### src/rtl/lrc_pkg.sv
package lrc_pkg;
    localparam logic [7:0] ASCII_DIGIT_BASE = 8'h30;
    localparam logic [7:0] ASCII_ALPHA_BASE = 8'h37;
    localparam int         NIBBLE_W         = 4;
    localparam int         CHAR_W           = 8;
endpackage

### src/rtl/lrc_hex_digit.sv
module lrc_hex_digit
    import lrc_pkg::*;
(
    input  logic [NIBBLE_W-1:0] nib,
    output logic [CHAR_W-1:0]   chr
);
    logic [CHAR_W-1:0] nib_ext;

    always_comb begin
        nib_ext = {{(CHAR_W-NIBBLE_W){1'b0}}, nib};
        if (nib < NIBBLE_W'(10)) begin
            chr = ASCII_DIGIT_BASE + nib_ext;
        end else begin
            chr = ASCII_ALPHA_BASE + nib_ext;
        end
    end
endmodule

### src/rtl/lrc_sum_stage.sv
module lrc_sum_stage #(
    parameter int W = 8
) (
    input  logic [W-1:0] base,
    input  logic [W-1:0] addend,
    output logic [W-1:0] total,
    output logic         total_zero
);
    // Carry out of the top bit falls away with the W-bit result.
    always_comb begin
        total      = base + addend;
        total_zero = (total == '0);
    end
endmodule

### src/rtl/lrc_engine.sv
module lrc_engine
    import lrc_pkg::*;
#(
    parameter int W = 8
) (
    input  logic                    clk,
    input  logic                    rst_n,
    input  logic                    clear,
    input  logic                    in_valid,
    input  logic [W-1:0]            in_data,
    input  logic                    in_last,
    input  logic                    chk_mode,
    output logic                    res_valid,
    output logic [W-1:0]            lrc_out,
    output logic                    lrc_ok,
    output logic [(W/NIBBLE_W)*CHAR_W-1:0] hex_out
);
    localparam int NIB_CNT = W / NIBBLE_W;

    typedef struct packed {
        logic [W-1:0] acc;
        logic [W-1:0] res;
        logic         done;
        logic         ok;
    } state_t;

    state_t st_d, st_q;

    logic [W-1:0] base_d;
    logic [W-1:0] total_d;
    logic         total_zero_d;

    // A clear drops the held total; an accepted byte then builds on zero.
    assign base_d = clear ? '0 : st_q.acc;

    lrc_sum_stage #(.W(W)) u_sum (
        .base       (base_d),
        .addend     (in_data),
        .total      (total_d),
        .total_zero (total_zero_d)
    );

    always_comb begin
        st_d      = st_q;
        st_d.done = 1'b0;
        st_d.ok   = 1'b0;
        st_d.acc  = base_d;
        if (in_valid) begin
            if (in_last) begin
                st_d.res  = W'(0) - total_d;
                st_d.done = 1'b1;
                st_d.ok   = chk_mode && total_zero_d;
                st_d.acc  = '0;
            end else begin
                st_d.acc  = total_d;
            end
        end
    end

    always_ff @(posedge clk or negedge rst_n) begin
        if (!rst_n) begin
            st_q <= '0;
        end else begin
            st_q <= st_d;
        end
    end

    assign res_valid = st_q.done;
    assign lrc_out   = st_q.res;
    assign lrc_ok    = st_q.ok;

    // One encoder per nibble; nibble g lands in character slot g.
    for (genvar g = 0; g < NIB_CNT; g++) begin : g_hex
        lrc_hex_digit u_digit (
            .nib (st_q.res[g*NIBBLE_W +: NIBBLE_W]),
            .chr (hex_out[g*CHAR_W +: CHAR_W])
        );
    end
endmodule

### config.mk
export PLATFORM = sky130hd
export DESIGN_NAME = lrc_engine
export DESIGN_NICKNAME = d
export VERILOG_FILES = /design/src/rtl/lrc_pkg.sv /design/src/rtl/lrc_hex_digit.sv /design/src/rtl/lrc_sum_stage.sv /design/src/rtl/lrc_engine.sv
export SDC_FILE = /design/constraint.sdc
export NUM_CORES = 1
export LEC_CHECK = 0
export CAP_MARGIN = 20
export CORE_MARGIN = 10
export CORE_UTILIZATION = 40
export DETAILED_ROUTE_END_ITERATION = 7
export DONT_BUFFER_PORTS = 1
export PLACE_DENSITY = 0.63
export SYNTH_ARGS = -nofsm -noshare
export SYNTH_HDL_FRONTEND = slang
export SYNTH_HIERARCHICAL = 1
export SYNTH_SLANG_ARGS = --single-unit
### constraint.sdc
create_clock -name clk -period 4.4 [get_ports clk]
set_input_delay 0.66 -clock clk [delete_from_list [all_inputs] [get_ports clk]]
set_output_delay 0.66 -clock clk [all_outputs]
set_load 0.02 [all_outputs]
-- Word level (Yosys, flattened, before mapping)
Index checks and enable logic that the tools add are counted.
W data, S select, Z words.
- register bits after elaboration: 18
- bits of input ports: 14
- output and inout port bits: 26
- logic and storage cells: 21
- add/sub/neg operators: 6
- order comparisons: 2
- muxes and demuxes: 6
- reduce and logical (&&, ||, !) cells: 3
- operators with widths (kind ; number):
    $mux W8 ; 4
    $add A6 B4 Y7 const A ; 4
    $mux W18 ; 1
    $mux W10 ; 1
    $add A8 B8 Y8 ; 1
    $logic_not A8 Y1 ; 1
    $lt A4 B4 Y1 const B ; 2
    $sub A1 B8 Y8 const A ; 1
    $reduce_and A2 Y1 ; 1
    $logic_and A1 B1 Y1 ; 1

-- Longest topological paths before layout
- depth in word-level cells: 6
- mapped depth: 9

-- By module
Netlist, hierarchy kept.
- by module, submodules not included (module ; instances ; cells an instance ; area each (µm²) ; seq. area each (µm²)):
    lrc_engine ; 1 ; 89 ; 928.4 ; 450.4
    lrc_sum_stage ; 1 ; 41 ; 395.4 ; 0.0
    lrc_hex_digit ; 2 ; 16 ; 105.1 ; 0.0

-- Worst setup path after synthesis
OpenSTA, ideal clock, no wires.
- path type: input-to-reg
- from: in clear
- to: reg st_q, in the netlist lrc_out[7]
- arrival: 2.617 ns
- path slack: 1.714 ns
- stages: 9
- path buffers: 0
- cells stage by stage: nor2b_1 > ha_1 > fa_1 > a211o_1 > and3_4 > o311ai_4 > nor4_2 > a211o_1 > nand3_1
- word-level cells in the longest chain between the ends: 3
- RTL lines (what ; RTL line ; text):
    start: declaration ; lrc_engine.sv:8 ; input logic clear,
    $mux W8 ; lrc_engine.sv:34 ; assign base_d = clear ? '0 : st_q.acc;
    $add A8 B8 Y8 ; lrc_sum_stage.sv:11 ; total = base + addend;
    via total_d[6] ; lrc_engine.sv:30 ; logic [W-1:0] total_d;
    $sub A1 B8 Y8 ; lrc_engine.sv:50 ; st_d.res = W'(0) - total_d;
    end signal: assignment ; lrc_engine.sv:64 ; st_q <= st_d;
    end: declaration ; lrc_engine.sv:27 ; state_t st_d, st_q;
The timed path passes the listed nets, and every way through them passes these cells.
A chain may end at the register's enable or synchronous reset.

-- Worst setup path in the final report
- from: reg st_q[10] in the netlist's numbering
- to: reg st_q, in the netlist lrc_out[7]
- word-level cells in the longest chain between the ends: 3
- RTL lines (what ; RTL line ; text):
    $mux W8 ; lrc_engine.sv:34 ;
    via base_d[0] ; lrc_engine.sv:29 ; logic [W-1:0] base_d;
    $add A8 B8 Y8 ; lrc_sum_stage.sv:11 ;
    via total_d[6] ; lrc_engine.sv:30 ;
    $sub A1 B8 Y8 ; lrc_engine.sv:50 ;
The timed path passes the listed nets, and every way through them passes these cells.

==> impl_metrics.tcl <==
set metrics [dict create \
    drv_cap 0 \
    hold_buffers 0 \
    initialDrtViolationCount 36 \
    clk_path_buf_depth 2 \
    numCtsBuffers 3 \
    n_antenna_cell 0 \
    vdd_ir_drop_max_mv 0.1944 \
    synth_area_mm2 0.001534 \
    slew_violations 0 \
    start_util_pct 41.59 \
    cts_resized 0 \
    final_cell_count_no_fill 201 \
    fin_util_pct 41.86 \
    dp_slack_ps 1558 \
    cp-end-kind "register" \
    numPortBuffers 0 \
    syn_nets 187 \
    setup_violations 0 \
    clkTransAtPathRegs_ps 60 \
    switching_share_pct 42.82 \
    cts_tree "built" \
    track_usage_pct 9.949 \
    arrival_ps 2850 \
    slew_headroom_pct 53.99 \
    wl_um 3216 \
    worst_pin_slew_ps 688.7 \
    cts_setup_buffers 0 \
    grt_pass1_vias 1105 \
    antenna_found_initial 0 \
    finalWorstSetupSlack_ps 1732 \
    synthAdderAreaFrac_pct 9.462 \
    fin_skew_ps 0.8804 \
    grt_max_degree 19 \
    rsz0062_at_grt "false" \
    startpoint_type "register" \
    ys_ff_latch 18 \
    timing.setup.tns_ps 0 \
    cp_max_fo 5 \
    synth_compound_area_share_pct 21.70 \
    holdCritPathClass "in2async" \
    io_pins 40 \
    avgSynthCellArea_um2 9.469 \
    synth-warning-count 6 \
    grt_pass1_wl_um 5271 \
    crit_start "st_q[10]" \
    die_h_um 81.93 \
    die_w_um 81.93 \
    critical_path_class "reg2reg" \
    cellInternalPower_w 0.0003205 \
    p_clk_share_pct 19.8 \
    pwr-share-seq_pct 42.3 \
    powerDensity_mw_per_mm2 363.0 \
    finalHoldViolations 0 \
    vias 1087 \
    critical_path_required_ps 4580 \
    placementRows 22 \
    synth_top_family_by_area "simple AND/OR/NAND/NOR gates" \
    clock-sinks 18 \
    layout_commonest_cell "dfrtp_1" \
    gp_congestion 0.7757 \
    synth_simple_gate_area_share_pct 24.80 \
    cts_max_level 1 \
    synth-seq-area-share_pct 29.36 \
    final_cell_mix "18 x dfrtp_1, 13 x nor2b_1, 11 x nand2_1" \
    reg2reg_depth 9 \
    ant_nets 0 \
    drive_above_1_share_pct 13.07 \
    synth_mux_area_share_pct 1.468 \
    p_sw_w 0.0002400 \
    finalCritPeriodShare_pct 60.64 \
    r2r_slack_ps 1730 \
    min_period_ps 2668 \
    die_area_mm2 0.006712 \
    fp.coreArea_mm2 0.003689 \
    clkLatencyLatePin_ps 250 \
    crit_end "lrc_out[7]" \
    dp_hpwl_um 2689 \
    synth_cell_types 44 \
    r2r-end "lrc_out[7]" \
    gr-total-overflow 0 \
    leakage_nw 0.7265 \
    synthToLayoutAreaGrowth_pct 0.6525 \
    nNetsFinal 180 \
    max_freq_ghz 0.3748 \
    r2r_start "st_q[10]" \
    p_comb_share_pct 37.8 \
    first_pass_iters 4 \
    status "complete, no violations" \
    wl_per_cell_um 16.00 \
    root_buffer "clkbuf_8" \
    synth-xor-area-share_pct 4.568 \
    netlist_instances 162 \
    placed_cells 198 \
    avgViaCountPerCell 5.408 \
    route.detailed.drc 0 \
]
-- worst max-delay path: stages, from the launching register on --
cell,delay [ps]
dfrtp_1,370
nor2b_1,150
ha_1,250
fa_1,430
a211o_1,350
and3_4,200
o311ai_4,370
nor4_2,110
a211o_1,310
nand3_1,70
-- Yosys cell counts (all sizes together) --
cell type | count | area (µm²)
mux2 | 2 | 22.52
o2bb2ai | 1 | 15.01
inv | 9 | 33.78
o21a | 2 | 15.01
nand3 | 3 | 25.02
dfrtp | 18 | 450.4
or2b | 1 | 7.510
and2b | 1 | 7.510
a211oi | 1 | 20.02
xnor2 | 2 | 17.52
a21o | 5 | 37.54
and3 | 2 | 17.52
conb | 2 | 7.510
a21oi | 8 | 40.04
nor3 | 6 | 41.29
a221oi | 1 | 26.28
nand2 | 14 | 65.06
o21ai | 9 | 45.04
nand4 | 4 | 25.02
o211ai | 3 | 27.52
nor2 | 5 | 18.77
o21ba | 1 | 10.01
a211o | 4 | 35.03
o221ai | 1 | 8.760
or2 | 1 | 6.260
a22o | 3 | 26.28
nor4 | 2 | 25.02
xor2 | 6 | 52.55
buf | 12 | 91.33
o311ai | 1 | 26.28
nor2b | 13 | 81.33
ha | 10 | 125.1
nor3b | 8 | 60.06
fa | 1 | 20.02
-- worst min path at each step --
stage,from,end,slack (ps),cells after the start
after global placement,rst_n,st_q[16],370,0
after floorplan,rst_n,lrc_ok,360,0
final,rst_n,st_q[16],100,0
after CTS,rst_n,st_q[17],90,0
after global routing,rst_n,st_q[11],90,0
after detailed placement,rst_n,st_q[16],370,0
-- cell families after synthesis --
family          count (synthesis)
compound gates                 40
simple gates                   60
fa+ha+maj                      11
other cells                     2
buf+inv                        21
flops                          18
xor+xnor                        8
mux                             2
-- metrics by stage --
stage,instance area [µm²],hold WS [ps],total power [W]
floorplan,1534,364.4,0.0004409
global placement,1503,365.1,0.0004493
detailed placement,1503,365.1,0.0004551
CTS,1544,93.41,0.0005688
global route,1544,85.92,0.0005996
finish,1544,100.5,0.0005605
-- power by group through the flow --
stage               clock [W]  combinational [W]  sequential, W
global route         0.000122           0.000235       0.000243
global placement            0           0.000210       0.000240
CTS                  0.000116           0.000214       0.000239
floorplan                   0           0.000229       0.000212
detailed placement          0           0.000213       0.000242
finish               0.000111           0.000212       0.000237
-- routing by layer --
layer	part of all wire, %	up-vias	global-route usage [%]
li1	-	550	-
met1	40	508	11.19
met2	49	27	16.61
met3	11	2	3.821
met4	0.53	0	3.912
met5	0	-	0
-- registers in the layout, summed over array words and instances (netlist names) --
signal / count
lrc_ok: 1
lrc_out: 8
res_valid: 1
st_q: 8
-- area by class of cell --
class / count / area, µm²
Fill cell: 369 / 2145
Multi-Input combinational cell: 123 / 958.4
Sequential cell: 18 / 450.4
Tap cell: 48 / 60.06
Clock buffer: 3 / 41.29
Inverter: 9 / 33.78
(Power assumes the default switching activity.)
